===== src/rtl/vpc_pkg.sv =====
package vpc_pkg;

  typedef enum logic [1:0] {
    STEP_NONE = 2'd0,
    STEP_UP   = 2'd1,
    STEP_DOWN = 2'd2,
    STEP_BAD  = 2'd3
  } step_e;

  // Forward successor of a {A,B} code.
  function automatic logic [1:0] fwd_succ(input logic [1:0] s);
    case (s)
      2'b00:   return 2'b10;
      2'b10:   return 2'b11;
      2'b11:   return 2'b01;
      default: return 2'b00;
    endcase
  endfunction

  // Classify a move between two consecutive filtered codes.
  function automatic step_e quad_step(input logic [1:0] prv, input logic [1:0] cur);
    if (prv == cur)                 return STEP_NONE;
    else if ((prv ^ cur) == 2'b11)  return STEP_BAD;
    else if (cur == fwd_succ(prv))  return STEP_UP;
    else                            return STEP_DOWN;
  endfunction

  function automatic logic maj3(input logic x, input logic y, input logic z);
    return (x & y) | (x & z) | (y & z);
  endfunction

endpackage


===== src/rtl/vpc_input_filter.sv =====
module vpc_input_filter #(
  parameter int CH = 2
) (
  input  logic          clk_i,
  input  logic          rst_ni,
  input  logic [CH-1:0] raw_i,
  output logic [CH-1:0] filt_o
);

  for (genvar g = 0; g < CH; g++) begin : g_ch
    logic [1:0] meta_q;
    logic [1:0] hist_q;
    logic       filt_q;

    always_ff @(posedge clk_i) begin
      if (!rst_ni) begin
        meta_q <= '0;
        hist_q <= '0;
        filt_q <= 1'b0;
      end else begin
        meta_q <= {meta_q[0], raw_i[g]};
        hist_q <= {hist_q[0], meta_q[1]};
        filt_q <= vpc_pkg::maj3(meta_q[1], hist_q[0], hist_q[1]);
      end
    end

    assign filt_o[g] = filt_q;
  end

endmodule


===== src/rtl/vpc_quad_decoder.sv =====
module vpc_quad_decoder (
  input  logic                clk_i,
  input  logic                rst_ni,
  input  logic [1:0]          ab_i,
  output vpc_pkg::step_e      step_o,
  output logic                a_rise_o,
  output logic                b_lvl_o
);

  logic [1:0] prev_q;

  // Tracks the inputs regardless of gate so no false step on reopen.
  always_ff @(posedge clk_i) begin
    if (!rst_ni) prev_q <= 2'b00;
    else         prev_q <= ab_i;
  end

  assign step_o   = vpc_pkg::quad_step(prev_q, ab_i);
  assign a_rise_o = ab_i[1] & ~prev_q[1];
  assign b_lvl_o  = ab_i[0];

endmodule


===== src/rtl/vpc_period_timer.sv =====
module vpc_period_timer #(
  parameter int PER_W = 12
) (
  input  logic             clk_i,
  input  logic             rst_ni,
  input  logic             clear_i,
  input  logic             gate_i,
  input  logic             a_rise_i,
  input  logic             b_lvl_i,
  output logic [PER_W-1:0] period_o,
  output logic             strobe_o,
  output logic             dir_o
);

  localparam logic [PER_W-1:0] TMAX = {PER_W{1'b1}};

  logic [PER_W-1:0] tmr_q;
  logic             armed_q;

  always_ff @(posedge clk_i) begin
    if (!rst_ni || clear_i) begin
      tmr_q    <= '0;
      armed_q  <= 1'b0;
      period_o <= '0;
      strobe_o <= 1'b0;
      dir_o    <= 1'b0;
    end else begin
      strobe_o <= 1'b0;
      if (!gate_i) begin
        armed_q <= 1'b0;
      end else if (a_rise_i) begin
        tmr_q   <= PER_W'(1);
        armed_q <= 1'b1;
        if (armed_q) begin
          strobe_o <= 1'b1;
          period_o <= (tmr_q == TMAX) ? '0 : tmr_q;
          dir_o    <= ~b_lvl_i;
        end
      end else if (armed_q) begin
        if (tmr_q != TMAX) tmr_q <= tmr_q + PER_W'(1);
        else               period_o <= '0;
      end
    end
  end

endmodule


===== src/rtl/vane_pulse_counter.sv =====
module vane_pulse_counter #(
  parameter int CNT_W = 16,
  parameter int PER_W = 12
) (
  input  logic                    clk_i,
  input  logic                    rst_ni,
  input  logic                    clear_i,
  input  logic                    gate_i,
  input  logic                    pick_a_i,
  input  logic                    pick_b_i,
  output logic signed [CNT_W-1:0] count_o,
  output logic [PER_W-1:0]        period_o,
  output logic                    dir_o,
  output logic                    strobe_o,
  output logic                    err_o
);

  import vpc_pkg::*;

  logic [1:0] filt_ab;
  step_e      step_w;
  logic       a_rise_w;
  logic       b_lvl_w;
  logic       ill_ev;

  function automatic logic signed [CNT_W-1:0] next_count(
    input logic signed [CNT_W-1:0] c, input step_e s);
    case (s)
      STEP_UP:   return c + CNT_W'(1);
      STEP_DOWN: return c - CNT_W'(1);
      default:   return c;
    endcase
  endfunction

  vpc_input_filter #(.CH(2)) u_filt (
    .clk_i  (clk_i),
    .rst_ni (rst_ni),
    .raw_i  ({pick_a_i, pick_b_i}),
    .filt_o (filt_ab)
  );

  vpc_quad_decoder u_dec (
    .clk_i    (clk_i),
    .rst_ni   (rst_ni),
    .ab_i     (filt_ab),
    .step_o   (step_w),
    .a_rise_o (a_rise_w),
    .b_lvl_o  (b_lvl_w)
  );

  vpc_period_timer #(.PER_W(PER_W)) u_tmr (
    .clk_i    (clk_i),
    .rst_ni   (rst_ni),
    .clear_i  (clear_i),
    .gate_i   (gate_i),
    .a_rise_i (a_rise_w),
    .b_lvl_i  (b_lvl_w),
    .period_o (period_o),
    .strobe_o (strobe_o),
    .dir_o    (dir_o)
  );

  assign ill_ev = gate_i && (step_w == STEP_BAD);

  always_ff @(posedge clk_i) begin
    if (!rst_ni || clear_i) begin
      count_o <= '0;
      err_o   <= 1'b0;
    end else if (gate_i) begin
      count_o <= next_count(count_o, step_w);
      if (ill_ev) err_o <= 1'b1;
    end
  end

endmodule


===== config.mk =====
export PLATFORM = sky130hd
export DESIGN_NAME = vane_pulse_counter
export DESIGN_NICKNAME = d
export VERILOG_FILES = /design/src/rtl/vpc_pkg.sv /design/src/rtl/vpc_input_filter.sv /design/src/rtl/vpc_quad_decoder.sv /design/src/rtl/vpc_period_timer.sv /design/src/rtl/vane_pulse_counter.sv
export SDC_FILE = /design/constraint.sdc
export NUM_CORES = 1
export LEC_CHECK = 0
export BUFFER_PORTS_ARGS = -buffer_cell sky130_fd_sc_hd__buf_2
export CAP_MARGIN = 20
export CORE_AREA = 2 2 88 90
export CTS_CLUSTER_SIZE = 30
export DETAILED_ROUTE_END_ITERATION = 16
export DIE_AREA = 0 0 90 92
export PLACE_DENSITY = 0.68
export SLEW_MARGIN = 20
export SYNTH_ARGS = -nofsm -noshare
export SYNTH_HDL_FRONTEND = slang
export SYNTH_SLANG_ARGS = --single-unit

===== constraint.sdc =====
create_clock -name clk_i -period 2.9 [get_ports clk_i]
set_input_delay 0.145 -clock clk_i [delete_from_list [all_inputs] [get_ports clk_i]]
set_output_delay 0.145 -clock clk_i [all_outputs]
set_load 0.05 [all_outputs]

; ---- After elaboration in Yosys (flattened, before gate mapping)
; Cells that the tools add are included.
[word_totals]
input_bits = 6
ff_bits = 56
elab_cells = 74
out_inout_bits = 31
[classes]
add_sub_neg = 3
n_eq_ne = 11
muxes = 16
n_reduce_logical = 14
bitwise_logic = 16
[op_table]
columns = op, count
row1 = 2-to-1 mux 12 bit, 8
row2 = case mux 16 bit (2 select lines), 1
row3 = "adder 16 x 2 -> 16 bit, second input constant", 1
row4 = "subtractor 16 x 2 -> 16 bit, second input constant", 1
row5 = "adder 12 x 1 -> 12 bit, second input constant", 1
row6 = "== test 12 bit, second input constant", 1
row7 = "!= test 12 bit, second input constant", 1
row8 = "== test 2 bit, second input constant", 5
row9 = 2-to-1 mux 2 bit, 5
row10 = AND reduction 3 bit, 3
row11 = AND 1 bit, 7
row12 = case mux 2 bit (3 select lines), 1
row13 = nonzero test 2 bit, 3
row14 = == test 2 bit, 2
row15 = NOT 1 bit, 4
row16 = bitwise OR 1 bit, 4
row17 = AND reduction 2 bit, 2
row18 = OR reduction 3 bit, 1
row19 = "== test 2 x 1 -> 1 bit, second input constant", 1
row20 = logical NOT 2 bit, 1
row21 = "!= test 2 bit, second input constant", 1
row22 = OR reduction 2 bit, 1
row23 = bitwise XOR 2 bit, 1
row24 = logical AND 1 bit, 1
row25 = 3 further kinds, 3

; ---- Logic depth before layout (Yosys ltp)
[depth]
word_depth = 11
ltp_mapped = 15
ltp_nobuf = 13

; ---- By module
; Synthesis repeated with hierarchy kept, for this count alone.
[hier_totals]
hier_cells = 396
area_unflattened_um2 = 3350.7
[by_module_without_submodules]
columns = mod, instances, seq_area_each_um2, cells_each, area_each_um2
row1 = vane_pulse_counter, 1, 340.3, 215, 1592.8
row2 = vpc_period_timer, 1, 540.5, 132, 1271.2
row3 = vpc_input_filter, 1, 200.2, 27, 319.1
row4 = vpc_quad_decoder, 1, 40.0, 22, 167.7

; ---- Worst setup path before layout
; No wires, ideal clock.
[synth_timing]
path_kind = register to register
start = reg u_dec.prev_q[1]
end = reg count_o[12]
setup_slack_ns = -0.116
t_required_ns = 2.769
stages_incl_launch_ff = 16
arrival_time_ns = 2.885
setup_time_ns = 0.131
synth_period_minus_slack_ns = 3.016
path_buffers = 2
cell_sequence = dfxtp_1 inv_1 ha_1 inv_1 ha_1 nor2_1 o21ai_0 buf_2 xnor2_1 ha_1 or3_1 clkbuf_1 or3_1 a2bb2oi_1 o211ai_1 o31ai_1
[synth_between]
elab_chain_len = 11
word_cells_on_any_way = 18
classes_between = 7 x eq/ne / 7 x mux / 1 x bitwise / 3 x reduce/logical
[synth_lines]
columns = item, line_no
row1 = from (decl), vpc_quad_decoder.sv:10  ; logic [1:0] prev_q;
row2 = from (signal assigned), vpc_quad_decoder.sv:15  ; else prev_q <= ab_i;
row3 = == test 2 bit / logical NOT 2 bit (equally long branches), vpc_pkg.sv:12  ; case (s)
row4 = case mux 2 bit (3 select lines), vpc_pkg.sv:12
row5 = 2-to-1 mux 2 bit, vpc_pkg.sv:23  ; else if ((prv ^ cur) == 2'b11) return STEP_BAD;
row6 = 2-to-1 mux 2 bit, vpc_pkg.sv:22  ; if (prv == cur) return STEP_NONE;
row7 = == test 2 bit, vpc_pkg.sv:24  ; else if (cur == fwd_succ(prv)) return STEP_UP;
row8 = 2-to-1 mux 2 bit, vpc_pkg.sv:24
row9 = 2-to-1 mux 2 bit, vpc_pkg.sv:23
row10 = 2-to-1 mux 2 bit (*), vpc_pkg.sv:22
row11 = == test 2 bit / == test 2 x 1 -> 1 bit (equally long branches), vane_pulse_counter.sv:28  ; case (s)
row12 = nonzero test 2 bit (no source line), -
row13 = AND reduction 2 bit (no source line), -
row14 = to (signal assigned), vane_pulse_counter.sv:70  ; count_o <= next_count(count_o, step_w);
row15 = to (decl), vane_pulse_counter.sv:11  ; output logic signed [CNT_W-1:0] count_o,
; Mark *: on every way between the ends. The rest lies on a longest branch, timed or not. The select of a mux whose other input is x is not followed.
; A chain may end at the register's enable or synchronous reset.

; ---- Final worst setup path
; Ends and elaborated chain as after synthesis.

==> run_results.csv <==
group,metric,value,unit
cts,cts_post_setup_buffers_inserted,0,
detailed_routing,drt_pass1_iterations,6,
cts,clock_tree.htree_level_count,2,
sta,setup-violations-final,0,
die,dieArea,0.00828,sq mm
critical_path,cpPeakStageDelay,370,ps
sta,max_slew.worst_pin.slew,812,ps
synthesis,synth-edff-count,0,
cts,cts.sinks,56,
detailed_routing,route.detailed.wl_per_inst,13.6,um
grt,track_usage,0.147,
power_and_ir_drop,power.switching_fraction,0.234,
power_and_ir_drop,sequential_power_share,0.619,
synthesis,ys_ff_latch,56,
synthesis,syn_area,0.00270,sq mm
cells_and_area,antenna_diode_count,0,
power_and_ir_drop,internal_power,959,uW
cells_and_area,design.final.nets,347,
power_and_ir_drop,ir_drop,160,uV
die,core.rowCount,32,
sta,max_slew_margin,0.454,
sta,finalHoldViolCount,0,
placed_design,io_buffers,36,
critical_path,setup.worst_path.start_class,"flop",
synthesis,netlist_instances,304,
critical_path,worst-r2r-cell-count,13,
die,initial_core_util,0.363,
synthesis,async_flop_share,0,
cells_and_area,syn2layout_area_growth,14.5,%
synthesis,ys.flop_type,"sky130_fd_sc_hd__dfxtp_1",
outcome,status,"complete, no violations",
critical_path,regToRegSetupSlack,150,ps
cts,numCtsBuffers,5,
critical_path,critPathRequiredTime,3100,ps
die,fp.dieH,92,um
critical_path,worstPathMaxFanout,6,
hold_path,hold_path_class,"input port to flop",
hold_path,worstHoldStart,"pick_b_i",
power_and_ir_drop,power-per-cell-area,404,mW/mm^2
detailed_routing,detail_route.iter0.violations,176,
detailed_routing,routed_via_density,5.27,
grt,grt_max_degree,19,
synthesis,synth_top_cells_by_area,"sky130_fd_sc_hd__dfxtp_1, sky130_fd_sc_hd__mux2i_1, sky130_fd_sc_hd__a22o_1",
hold_path,whs_endpoint,"u_filt.g_ch[0].meta_q[0]$_SDFF_PN0_",
critical_path,timing.rr.start,"u_dec.prev_q[1]$_SDFF_PN0_",
placed_design,place.gp.congestion,0.871,
sta,slew_viol_final,0,
hold_path,whs_path_depth,2,
synthesis,yosys.area.top_type,"sky130_fd_sc_hd__dfxtp_1",
cts,tritoncts,"built",
synthesis,yosys_warnings,0,
cells_and_area,layout.cells.most_common_list,"sky130_fd_sc_hd__dfxtp_1, sky130_fd_sc_hd__buf_2, sky130_fd_sc_hd__nor2_1",
synthesis,syn_avg_cell_area,8.89,sq um
sta,fin_tns_setup,0,ps
cts,postCtsHoldBufs,0,
power_and_ir_drop,switching_power,292,uW
synthesis,seq_area_frac_synth,0.415,
cts,clk_pin_slew_worst_paths,100,ps
power_and_ir_drop,combinational_cell_fraction_of_total_power,0.035,
critical_path,arr_time_crit_path,2960,ps
sta,finalClockSkew,8.25,ps
synthesis,synth_fp_nets,315,
cts,ctsRootBufferMaster,"sky130_fd_sc_hd__clkbuf_8",
cts,cts_buffer_depth,2,
critical_path,worstSetupEndpointType,"flop",
critical_path,cp_slowest_cell,"sky130_fd_sc_hd__or3_4",
power_and_ir_drop,p_leak,0.00123,uW
critical_path,critical_path_buf_inv_count,2,
job,maxCapViolations,0,
grt,grt_pass1_wl,10.1,mm
detailed_routing,vias,2314,
critical_path,criticalPathCategory,"flop to flop",
critical_path,crit_chain,"inv_1, ha_1, inv_1, ha_2, nor2_4, o21ai_2, xnor2_1, ha_2, or3_4, or3_1, a2bb2oi_1, o211ai_1, o31ai_1",
grt,grt_overflow_total,0,
die,placeableCoreArea,0.00745,sq mm
placed_design,detailed_place_hpwl,4.25,mm
critical_path,critical_path.reg2reg.endpoint,"count_o[12]$_SDFFE_PP0P_",
synthesis,synth_largest_type_area_fraction,0.415,
grt,via_count_of_the_first_global_routing_pass,2151,
sta,rsz_0062_raised_after_global_routing,"false",
cells_and_area,drive_above_1_share,0.199,
sta,fmaxAchievable,0.363,GHz
detailed_routing,remaining_drc_errors,0,
power_and_ir_drop,power_frac_clock,0.347,
cts,clk-insertion-delay-late,310,ps
synthesis,synth.lib_cells_used.distinct,48,
sta,timing.final.crit_period,2750,ps
grt,initial_antenna_violation_count,0,
detailed_routing,drt-total-wl,5.99,mm
sta,fraction_of_the_cycle_the_final_worst_path_needs,0.949,
critical_path,worst_path_dominant_cell_family,"simple AND/OR/NAND/NOR gates",
die,die_width,90,um
cells_and_area,layout_commonest_cell,"sky130_fd_sc_hd__dfxtp_1",
die,boundaryPins,37,
detailed_routing,detail-route-antenna-nets,0,
cells_and_area,postLayoutCoreUtil,0.416,
[synthesized netlist by cell type (all sizes together), types with 2 or more instances]
| cell type | instances |
|---|---|
| a21boi | 2 |
| a21oi | 9 |
| a22o | 12 |
| and2 | 12 |
| and3 | 7 |
| and4 | 4 |
| buf | 4 |
| clkbuf | 14 |
| dfxtp | 56 |
| ha | 5 |
| inv | 7 |
| mux2i | 11 |
| nand2 | 18 |
| nand2b | 5 |
| nand3 | 10 |
| nand4 | 9 |
| nor2 | 24 |
| nor3 | 15 |
| nor3b | 2 |
| nor4 | 9 |
| o211ai | 5 |
| o21a | 5 |
| o21ai | 12 |
| o31ai | 3 |
| or2 | 2 |
| or3 | 10 |
| or4 | 5 |
| xnor2 | 10 |
| xor2 | 6 |
[through the flow]
stage | hold slack (ps) | area [sq um] | std cells | total power, uW | setup WS (ps)
5_1_grt | 27.1 | 3100 | 439 | 1300 | 21.8
2_1_floorplan | 272 | 2720 | 304 | 821 | 1.49
4_1_cts | 24.8 | 3070 | 439 | 1270 | 12.1
3_3_place_gp | 354 | 2980 | 431 | 834 | 118
3_5_place_dp | 354 | 2980 | 431 | 835 | 50.3
6_report | 35.1 | 3100 | 439 | 1250 | 148
[how the worst max path moves through the flow]
stage                                from                  endpoint  slack, ps  cells past startpoint
2_1_floorplan  u_dec.prev_q[1]$_SDFF_PN0_  count_o[12]$_SDFFE_PP0P_          1                     15
3_3_place_gp   u_dec.prev_q[1]$_SDFF_PN0_  count_o[12]$_SDFFE_PP0P_        120                     13
3_5_place_dp   u_dec.prev_q[1]$_SDFF_PN0_  count_o[12]$_SDFFE_PP0P_         50                     13
4_1_cts        u_dec.prev_q[1]$_SDFF_PN0_  count_o[12]$_SDFFE_PP0P_         10                     13
5_1_grt        u_dec.prev_q[1]$_SDFF_PN0_  count_o[12]$_SDFFE_PP0P_         20                     13
6_report       u_dec.prev_q[1]$_SDFF_PN0_  count_o[12]$_SDFFE_PP0P_        150                     13
[state kept, by name, indices dropped and copies added, names as in the netlist]
signal and cells:
u_tmr.tmr_q 12, u_dec.prev_q 2, count_o 16, u_filt.g_ch.hist_q 4, u_filt.g_ch.filt_q 2, u_tmr.period_o 12
u_tmr.armed_q 1, u_tmr.dir_o 1, u_tmr.strobe_o 1, u_filt.g_ch.meta_q 4, err_o 1
[layout make-up]
type / count / area, sq um
clock buffer: 5 / 68.8
tap: 102 / 128
timing repair buffer: 43 / 233
multi-input combinational: 223 / 1500
clock inverter: 3 / 21.3
fill: 778 / 4350
sequential: 56 / 1120
inverter: 7 / 26.3
[cell families (layout without fill, tap and decap cells)]
family / after synthesis / in the layout / synth area share
muxes: 11 / 11 / 0.0407
AOI/OAI and AO/OA: 57 / 57 / 0.147
buffers and inverters: 25 / 58 / 0.0421
DFF: 56 / 56 / 0.415
and+or+nand+nor: 134 / 134 / 0.281
adders and majority gates: 5 / 5 / 0.0231
xor gates and xnor gates: 16 / 16 / 0.0518
[what timing repair did]
action,CTS,global route
setup endpoints to repair,0,6
resized for setup,0,5
hold endpoints to repair,0,0
[layer usage]
metal | GRT usage | vias up | share of wire
met5 | 0 | - | 0
met2 | 0.238 | 59 | 0.48
met4 | 0.0551 | 0 | 0.011
met1 | 0.191 | 1087 | 0.45
li1 | - | 1163 | -
met3 | 0.0353 | 5 | 0.055
[worst reg2reg max path, stage by stage, from the launching register on]
cell                        delay, ps
sky130_fd_sc_hd__dfxtp_2          340
sky130_fd_sc_hd__inv_1             40
sky130_fd_sc_hd__ha_1             280
sky130_fd_sc_hd__inv_1             50
sky130_fd_sc_hd__ha_2             180
sky130_fd_sc_hd__nor2_4           140
sky130_fd_sc_hd__o21ai_2           80
sky130_fd_sc_hd__xnor2_1          140
sky130_fd_sc_hd__ha_2             200
sky130_fd_sc_hd__or3_4            370
sky130_fd_sc_hd__or3_1            370
sky130_fd_sc_hd__a2bb2oi_1        160
sky130_fd_sc_hd__o211ai_1         190
sky130_fd_sc_hd__o31ai_1           90
[power groups by stage]
stage	sequential, uW	clock (uW)	combinational, uW
2_1_floorplan	792	0	28.8
3_3_place_gp	792	0	41.8
3_5_place_dp	792	0	42.8
4_1_cts	775	451	42.9
5_1_grt	775	477	47.4
6_report	774	434	43.3
No activity file was read; power rests on OpenSTA's default activity.
